===== config.mk =====
export PLATFORM = sky130hd
export DESIGN_NAME = perf_cmp_counter
export DESIGN_NICKNAME = d
export VERILOG_FILES = /design/src/rtl/pcc_pkg.sv /design/src/rtl/pcc_ctrl.sv /design/src/rtl/pcc_window.sv /design/src/rtl/pcc_counter.sv /design/src/rtl/perf_cmp_counter.sv
export SDC_FILE = /design/constraint.sdc
export NUM_CORES = 1
export LEC_CHECK = 0
export CAP_MARGIN = 25
export CORE_UTILIZATION = 50
export CTS_CLUSTER_SIZE = 14
export DETAILED_ROUTE_END_ITERATION = 7
export DONT_BUFFER_PORTS = 1
export HOLD_SLACK_MARGIN = 0.03
export PLACE_DENSITY = 0.62
export SETUP_SLACK_MARGIN = 0.1
export SYNTH_ARGS = -nofsm -noshare
export SYNTH_HDL_FRONTEND = slang
export SYNTH_SLANG_ARGS = --single-unit

===== constraint.sdc =====
create_clock -name clk -period 9.8 [get_ports clk]
set_input_delay 0.98 -clock clk [delete_from_list [all_inputs] [get_ports clk]]
set_output_delay 0.98 -clock clk [all_outputs]
set_load 0.02 [all_outputs]

===== src/rtl/pcc_pkg.sv =====
// Package: shared encodings for the dual compare counter.
// Assumes control register bit positions below are fixed by the software view.
package pcc_pkg;

    typedef enum logic [1:0] {
        MODE_THRESH = 2'b00,
        MODE_HWM    = 2'b01,
        MODE_RANGE  = 2'b10,
        MODE_RSVD   = 2'b11
    } cmp_mode_e;

    localparam int CTRL_MODE_LSB  = 0;
    localparam int CTRL_STEN_BIT  = 2;
    localparam int CTRL_PINEN_BIT = 3;
    localparam int CTRL_STCLR_LSB = 4;
    localparam int CTRL_OVCLR_LSB = 6;
    localparam int CTRL_USED_W    = 8;

    localparam int REG_CTRL = 0;

endpackage


===== src/rtl/pcc_ctrl.sv =====
// Module: control register. Holds the compare mode and the two output enables,
// and turns write-one-to-clear bits into per-counter clear pulses.
// Assumes NUM_CNT <= 2, which the fixed control bit layout allows.
module pcc_ctrl
    import pcc_pkg::*;
#(
    parameter int NUM_CNT = 2
) (
    input  logic                   clk,
    input  logic                   rst_n,
    input  logic                   ctrl_wr,
    input  logic [CTRL_USED_W-1:0] wdata,
    output cmp_mode_e              mode,
    output logic                   st_en,
    output logic                   pin_en,
    output logic [NUM_CNT-1:0]     st_clr,
    output logic [NUM_CNT-1:0]     ovf_clr
);

    // Purpose: store mode and enable fields on a control write.
    always_ff @(posedge clk) begin
        if (!rst_n) begin
            mode   <= MODE_THRESH;
            st_en  <= 1'b0;
            pin_en <= 1'b0;
        end else if (ctrl_wr) begin
            mode   <= cmp_mode_e'(wdata[CTRL_MODE_LSB +: 2]);
            st_en  <= wdata[CTRL_STEN_BIT];
            pin_en <= wdata[CTRL_PINEN_BIT];
        end
    end

    // Purpose: decode clear pulses, valid only in the write cycle.
    always_comb begin
        st_clr  = ctrl_wr ? wdata[CTRL_STCLR_LSB +: NUM_CNT] : '0;
        ovf_clr = ctrl_wr ? wdata[CTRL_OVCLR_LSB +: NUM_CNT] : '0;
    end

endmodule


===== src/rtl/pcc_window.sv =====
// Module: address window test. Open when the address field lies above the
// low bound and at or below the high bound. Purely combinational.
// Assumes the address field and the bounds share one width.
module pcc_window #(
    parameter int W = 32
) (
    input  logic [W-1:0] addr_field,
    input  logic [W-1:0] lo_bound,
    input  logic [W-1:0] hi_bound,
    output logic         in_win
);

    // Purpose: unsigned range compare, exclusive low and inclusive high.
    always_comb begin
        in_win = (addr_field > lo_bound) && (addr_field <= hi_bound);
    end

endmodule


===== src/rtl/pcc_counter.sv =====
// Module: one counter slice. Holds the count word (overflow flag on top), its
// compare register, the preload marker, the sticky status bit and the event
// line. Priority within a cycle: software write, then period start, then increment.
// Assumes win_ok is only meaningful in range mode.
module pcc_counter
    import pcc_pkg::*;
#(
    parameter int CNT_W = 32
) (
    input  logic             clk,
    input  logic             rst_n,
    input  cmp_mode_e        mode,
    input  logic             st_en,
    input  logic             pin_en,
    input  logic             cnt_wr,
    input  logic             cmp_wr,
    input  logic [CNT_W-1:0] wdata,
    input  logic             period_start,
    input  logic             inc_req,
    input  logic             win_ok,
    input  logic             ovf_clr,
    input  logic             st_clr,
    output logic [CNT_W-1:0] cnt_word,
    output logic [CNT_W-1:0] cmp_word,
    output logic             pre_flag,
    output logic             status,
    output logic             evt
);

    localparam int VAL_W = CNT_W - 1;

    logic [VAL_W-1:0] cnt_q;
    logic             ovf_q;
    logic [CNT_W-1:0] cmp_q;
    logic             pre_q;
    logic             is_thresh;
    logic             inc_ok;
    logic             applied;
    logic [VAL_W-1:0] nxt_cnt;
    logic             nxt_ovf;
    logic [CNT_W-1:0] nxt_word;
    logic             above;

    // Purpose: qualify the increment and form the next word and compare result.
    always_comb begin
        is_thresh = (mode == MODE_THRESH) || (mode == MODE_RSVD);
        inc_ok    = inc_req && ((mode != MODE_RANGE) || win_ok);
        applied   = inc_ok && !cnt_wr && !period_start;
        nxt_cnt   = cnt_q + 1'b1;
        nxt_ovf   = ovf_q | (&cnt_q);
        nxt_word  = {nxt_ovf, nxt_cnt};
        above     = nxt_word > cmp_q;
    end

    // Purpose: count word, overflow flag and preload marker.
    always_ff @(posedge clk) begin
        if (!rst_n) begin
            cnt_q <= '0;
            ovf_q <= 1'b0;
            pre_q <= 1'b0;
        end else if (cnt_wr) begin
            cnt_q <= wdata[VAL_W-1:0];
            ovf_q <= wdata[CNT_W-1];
            pre_q <= 1'b1;
        end else begin
            if (period_start) begin
                if (pre_q) begin
                    pre_q <= 1'b0;
                end else begin
                    cnt_q <= '0;
                    ovf_q <= 1'b0;
                end
            end else if (inc_ok) begin
                cnt_q <= nxt_cnt;
                ovf_q <= nxt_ovf;
            end
            if (ovf_clr) begin
                ovf_q <= 1'b0;
            end
        end
    end

    // Purpose: compare register, written by software or raised in high-water mode.
    always_ff @(posedge clk) begin
        if (!rst_n) begin
            cmp_q <= '1;
        end else if (cmp_wr) begin
            cmp_q <= wdata;
        end else if ((mode == MODE_HWM) && applied && above) begin
            cmp_q <= nxt_word;
        end
    end

    // Purpose: sticky status bit and event line for threshold mode.
    always_ff @(posedge clk) begin
        if (!rst_n) begin
            status <= 1'b0;
            evt    <= 1'b0;
        end else if (st_clr) begin
            status <= 1'b0;
            evt    <= 1'b0;
        end else if (is_thresh && applied && above) begin
            if (st_en) begin
                status <= 1'b1;
            end
            if (pin_en) begin
                evt <= 1'b1;
            end
        end
    end

    // Purpose: drive outputs from state.
    always_comb begin
        cnt_word = {ovf_q, cnt_q};
        cmp_word = cmp_q;
        pre_flag = pre_q;
    end

endmodule


===== src/rtl/perf_cmp_counter.sv =====
// Module: top of the dual compare counter. Decodes register writes, muxes
// register reads, extracts the address field and wires the two counter slices
// to the shared control register and the address window.
// Assumes exactly two counters: the window uses compare 0 as the low bound
// and compare 1 as the high bound.
module perf_cmp_counter
    import pcc_pkg::*;
#(
    parameter int CNT_W    = 32,
    parameter int ADDR_W   = 39,
    parameter int ADDR_LSB = 7
) (
    input  logic              clk,
    input  logic              rst_n,
    input  logic              reg_wr_en,
    input  logic [2:0]        reg_addr,
    input  logic [CNT_W-1:0]  reg_wdata,
    output logic [CNT_W-1:0]  reg_rdata,
    input  logic [1:0]        evt_inc,
    input  logic [ADDR_W-1:0] txn_addr,
    input  logic              period_start,
    output logic [1:0]        evt_out
);

    localparam int NUM_CNT = 2;
    localparam int FIELD_W = ADDR_W - ADDR_LSB;

    cmp_mode_e           mode;
    logic                st_en;
    logic                pin_en;
    logic                ctrl_wr;
    logic [NUM_CNT-1:0]  st_clr;
    logic [NUM_CNT-1:0]  ovf_clr;
    logic [NUM_CNT-1:0]  cnt_wr;
    logic [NUM_CNT-1:0]  cmp_wr;
    logic [CNT_W-1:0]    cnt_word [NUM_CNT];
    logic [CNT_W-1:0]    cmp_word [NUM_CNT];
    logic [NUM_CNT-1:0]  pre_flag;
    logic [NUM_CNT-1:0]  status;
    logic [NUM_CNT-1:0]  evt;
    logic [FIELD_W-1:0]  addr_field;
    logic                in_win;

    // Purpose: decode the control write strobe.
    always_comb begin
        ctrl_wr    = reg_wr_en && (reg_addr == 3'(REG_CTRL));
        addr_field = txn_addr[ADDR_W-1:ADDR_LSB];
    end

    pcc_ctrl #(
        .NUM_CNT (NUM_CNT)
    ) u_ctrl (
        .clk     (clk),
        .rst_n   (rst_n),
        .ctrl_wr (ctrl_wr),
        .wdata   (reg_wdata[CTRL_USED_W-1:0]),
        .mode    (mode),
        .st_en   (st_en),
        .pin_en  (pin_en),
        .st_clr  (st_clr),
        .ovf_clr (ovf_clr)
    );

    pcc_window #(
        .W (FIELD_W)
    ) u_window (
        .addr_field (addr_field),
        .lo_bound   (cmp_word[0][FIELD_W-1:0]),
        .hi_bound   (cmp_word[1][FIELD_W-1:0]),
        .in_win     (in_win)
    );

    for (genvar gi = 0; gi < NUM_CNT; gi++) begin : g_cnt
        // Purpose: decode per-counter write strobes.
        always_comb begin
            cnt_wr[gi] = reg_wr_en && (reg_addr == 3'(1 + 2 * gi));
            cmp_wr[gi] = reg_wr_en && (reg_addr == 3'(2 + 2 * gi));
        end

        pcc_counter #(
            .CNT_W (CNT_W)
        ) u_counter (
            .clk          (clk),
            .rst_n        (rst_n),
            .mode         (mode),
            .st_en        (st_en),
            .pin_en       (pin_en),
            .cnt_wr       (cnt_wr[gi]),
            .cmp_wr       (cmp_wr[gi]),
            .wdata        (reg_wdata),
            .period_start (period_start),
            .inc_req      (evt_inc[gi]),
            .win_ok       (in_win),
            .ovf_clr      (ovf_clr[gi]),
            .st_clr       (st_clr[gi]),
            .cnt_word     (cnt_word[gi]),
            .cmp_word     (cmp_word[gi]),
            .pre_flag     (pre_flag[gi]),
            .status       (status[gi]),
            .evt          (evt[gi])
        );
    end

    // Purpose: combinational register read mux.
    always_comb begin
        reg_rdata = '0;
        case (reg_addr)
            3'd0: begin
                reg_rdata[CTRL_MODE_LSB +: 2]        = mode;
                reg_rdata[CTRL_STEN_BIT]             = st_en;
                reg_rdata[CTRL_PINEN_BIT]            = pin_en;
                reg_rdata[CTRL_STCLR_LSB +: NUM_CNT] = status;
            end
            3'd1:    reg_rdata = cnt_word[0];
            3'd2:    reg_rdata = cmp_word[0];
            3'd3:    reg_rdata = cnt_word[1];
            3'd4:    reg_rdata = cmp_word[1];
            default: reg_rdata = '0;
        endcase
    end

    // Purpose: event outputs come straight from the registered event bits.
    always_comb begin
        evt_out = evt;
    end

endmodule


==> results by group <==
Status
  – Status: complete, no violations

Drt
  – Vias/cell: 6.46
  – Detailed Route Iter0 Violations: 970
  – Post-route DRC violation count: 0
  – Wire per inst: 23.9 um
  – Via Count: 10,700
  – WL final: 39,600 um
  – Post-detailed-route count of antenna-violating nets: 0
  – Drt first pass iters: 5

Floorplan
  – Die height: 151 um
  – Die ar.: 22,700 sq um
  – Die width: 151 um
  – # IOs: 114
  – Core box area: 21,400 sq um
  – Initial Util: 51.7%
  – Cell Rows: 53

Clock network
  – # hold bufs at CTS: 0
  – CTS H-tree lvls: 4
  – Root Buffer: clkbuf_16
  – Clk sink count: 138
  – Post-CTS resize count: 0
  – CTS clk-pin slew, worst paths: 0.06 ns
  – CTS Buf Count: 17
  – Clk buf depth: 2
  – Clk Latency, worst-skew pair: 0.43 ns
  – CTS tree: done
  – Setup Buffers After CTS: 0

Power and ir drop
  – Logic gate share of total power: 15.0%
  – Switching power: 0.463 mW
  – VDD IR-drop max: 0.0976 mV
  – Pint: 1.15 mW
  – Clock power share: 46.4%
  – Static Leak: 5.36 nW
  – Seq pwr share: 38.6%
  – Power per cell area: 135 nW/um^2
  – Switching Fraction: 28.8%

GRT
  – First-pass GRT wire length: 60,000 um
  – Number of global-route vias before repair: 10,300
  – M1 GR Usage: 44.5%
  – Antenna violations before repair: 1
  – Met2 GRT Util: 58.3%
  – Global Route Usage Sum: 35.4%
  – GR Util met3: 8.06%
  – Largest net degree at the start of global routing: 62
  – GRT overflow: 0
  – Grt peak-use layer: met2

Synthesis
  – Synth area leaders: dfxtp_1, ha_1, nand2_1, a22oi_1, a21oi_1
  – Post-synthesis instance area: 11,000 sq um
  – Avg Cell Area, Syn: 7.81 sq um
  – Sequential cell area fraction in the yosys report: 25.0%
  – Syn Nets: 1,625
  – Ys async rst share: 0%
  – Synthesized flop and latch total: 138
  – Synthesized instance count: 1,413
  – Synth cell types: 70
  – Most common flop cell mapped by yosys: dfxtp_1
  – Largest area contributor in the netlist: dfxtp_1
  – Synth warn: 0
  – Share of the synthesized area in the top cell type: 25.0%
  – Post-synth EDFFs: 0

Cells and area
  – Most frequent cells in the layout: nand2_1, dfxtp_1, nor2_1, ha_1, a21oi_1
  – Commonest non-fill, non-tap cell in the layout: nand2_1
  – Nets: 1,581
  – Ratio of cells with drive above 1 in the final layout: 5.43%
  – Layout Area Growth over Synthesis: 7.70%

Timing
  – Clock Skew: 0.0132 ns
  – RSZ-0062 raised after global routing: false
  – Total Neg Setup Slack: 0 ns
  – Rel. slew slack: 34.2%
  – Fin crit share: 59.7%
  – Worst Max-Slew Pin Slew: 0.984 ns
  – Final setup vio count: 0
  – Final Hold Violating Endpoints: 0
  – Fin crit period: 5.85 ns
  – Final WS setup: 3.95 ns
  – Final Max Tran Viols: 0
  – Fmax: 171 MHz

Placed design
  – Pre-CTS setup slack: 4.16 ns
  – PortBufs: 0
  – Dpl hpwl: 27,700 um
  – Placer Congestion: 0.928

Critical path
  – Worst endpoint required time: 10.11 ns
  – Crit-path max cell delay: 0.79 ns
  – Crit path DAT: 6.16 ns
  – Crit path launch type: register
  – Cell-by-cell trace of the critical path: ha_1, and4_1, nor2b_1, nand3_1, nor3_1, xor2_1, ha_1, nand4_1, nor4_1, a21oi_1, nand3_1, a211oi_4, buf_4, nor2_4, mux2_2
  – Critical path class: reg2reg
  – Critical path's slowest cell: nor2b_1
  – Crit-path max FO: 23
  – Worst setup EP type: register

Worst hold path
  – Worst Hold Class: reg2reg

Run
  – Max cap viols: 0
registers in the layout, summed over array words and instances (netlist names):
signal	cells
g_cnt.u_counter.evt	2
g_cnt.u_counter.status	2
g_cnt.u_counter.pre_flag	2
g_cnt.u_counter.cmp_word	64
u_ctrl.pin_en	1
u_ctrl.mode	2
g_cnt.u_counter.ovf_q	2
g_cnt.u_counter.cnt_q	62
u_ctrl.st_en	1
per-layer routing:
| layer | share of wire (%) | wire, um |
|---|---|---|
| met2 | 46 | 18100 |
| met3 | 8.7 | 3450 |
| met1 | 42 | 16600 |
| met5 | 0 | 0 |
| met4 | 3.6 | 1420 |
worst max-delay path, delay by kind of cell (launching register included):
kind	cells	cell delay [ns]
flops	1	0.54
simple gates	8	3.37
compound gates	2	0.24
fa+ha+maj	2	0.56
buf+inv	1	0.26
mux	1	0.41
xor+xnor	1	0.35
kinds of logic after synthesis:
kind of cell	count (synthesis)	synth area share, %
xor+xnor	58	4.60
flops	138	25.0
mux	49	4.48
simple gates	494	20.7
compound gates	381	24.3
fa+ha+maj	132	15.0
buf+inv	161	5.94
metrics by stage:
stage | power (mW) | cell area, sq um | cells | utilization (%) | hold slack [ns]
after floorplan | 0.808 | 11000 | 1413 | - | 0.440
after global placement | 0.865 | 11200 | 1625 | 52.5 | 0.470
after detailed placement | 0.869 | 11200 | 1625 | 52.5 | 0.473
after CTS | 1.61 | 11900 | 1657 | 55.7 | 0.494
after global routing | 1.66 | 11900 | 1657 | 55.7 | 0.521
final | 1.61 | 11900 | 1658 | 55.7 | 0.492
Yosys cell counts (all sizes together), types with 3 or more instances:
| cell type | count |
|---|---|
| o22ai | 7 |
| nand2 | 184 |
| o2bb2ai | 3 |
| xnor2 | 41 |
| o211ai | 11 |
| or3 | 4 |
| nand4 | 37 |
| xor2 | 17 |
| a22oi | 83 |
| o311a | 3 |
| a21oi | 107 |
| a21o | 11 |
| nor3b | 5 |
| a221o | 26 |
| nor2 | 136 |
| ha | 132 |
| buf | 22 |
| a221oi | 3 |
| nand3 | 47 |
| and4 | 12 |
| and2 | 14 |
| mux2i | 46 |
| mux2 | 3 |
| and3 | 9 |
| dfxtp | 138 |
| nor4 | 7 |
| a211oi | 33 |
| nor3 | 21 |
| a41oi | 4 |
| o311ai | 5 |
| nor2b | 9 |
| o211a | 4 |
| inv | 76 |
| o21ai | 33 |
| o31ai | 5 |
| nor4b | 3 |
| a21boi | 5 |
| o21a | 8 |
| a311oi | 17 |
| clkbuf | 62 |
worst paths after layout:
check | start | to | slack, ns | cells after the start
setup / recovery | g_cnt[1].u_counter.cnt_q[0]$_SDFFE_PN0P_ | g_cnt[1].u_counter.cmp_word[1]$_SDFFE_PN1P_ | 3.95 | 15
hold / removal | g_cnt[0].u_counter.pre_flag$_SDFFE_PN0P_ | g_cnt[0].u_counter.pre_flag$_SDFFE_PN0P_ | 0.49 | 2
setup reg to reg | g_cnt[1].u_counter.cnt_q[0]$_SDFFE_PN0P_ | g_cnt[1].u_counter.cmp_word[1]$_SDFFE_PN1P_ | 3.95 | 15
hold reg to reg | g_cnt[0].u_counter.pre_flag$_SDFFE_PN0P_ | g_cnt[0].u_counter.pre_flag$_SDFFE_PN0P_ | 0.49 | 2
power groups by stage:
stage | sequential [mW] | clock (mW) | combinational [mW]
floorplan | 0.620 | 0 | 0.188
global placement | 0.632 | 0 | 0.233
detailed placement | 0.633 | 0 | 0.237
CTS | 0.621 | 0.749 | 0.239
global route | 0.625 | 0.774 | 0.265
finish | 0.622 | 0.746 | 0.241
final cells by class:
cell class / instances / area [sq um]
diodes: 1 / 2.50
flip-flops and latches: 138 / 2760
inverters: 77 / 289
clock buffers: 22 / 474
fillers: 2076 / 9470
multi-input cells: 1114 / 7670
repair buffers: 21 / 158
clock inverters: 10 / 189
well taps: 275 / 344
No activity file was read; power rests on OpenSTA's default activity.
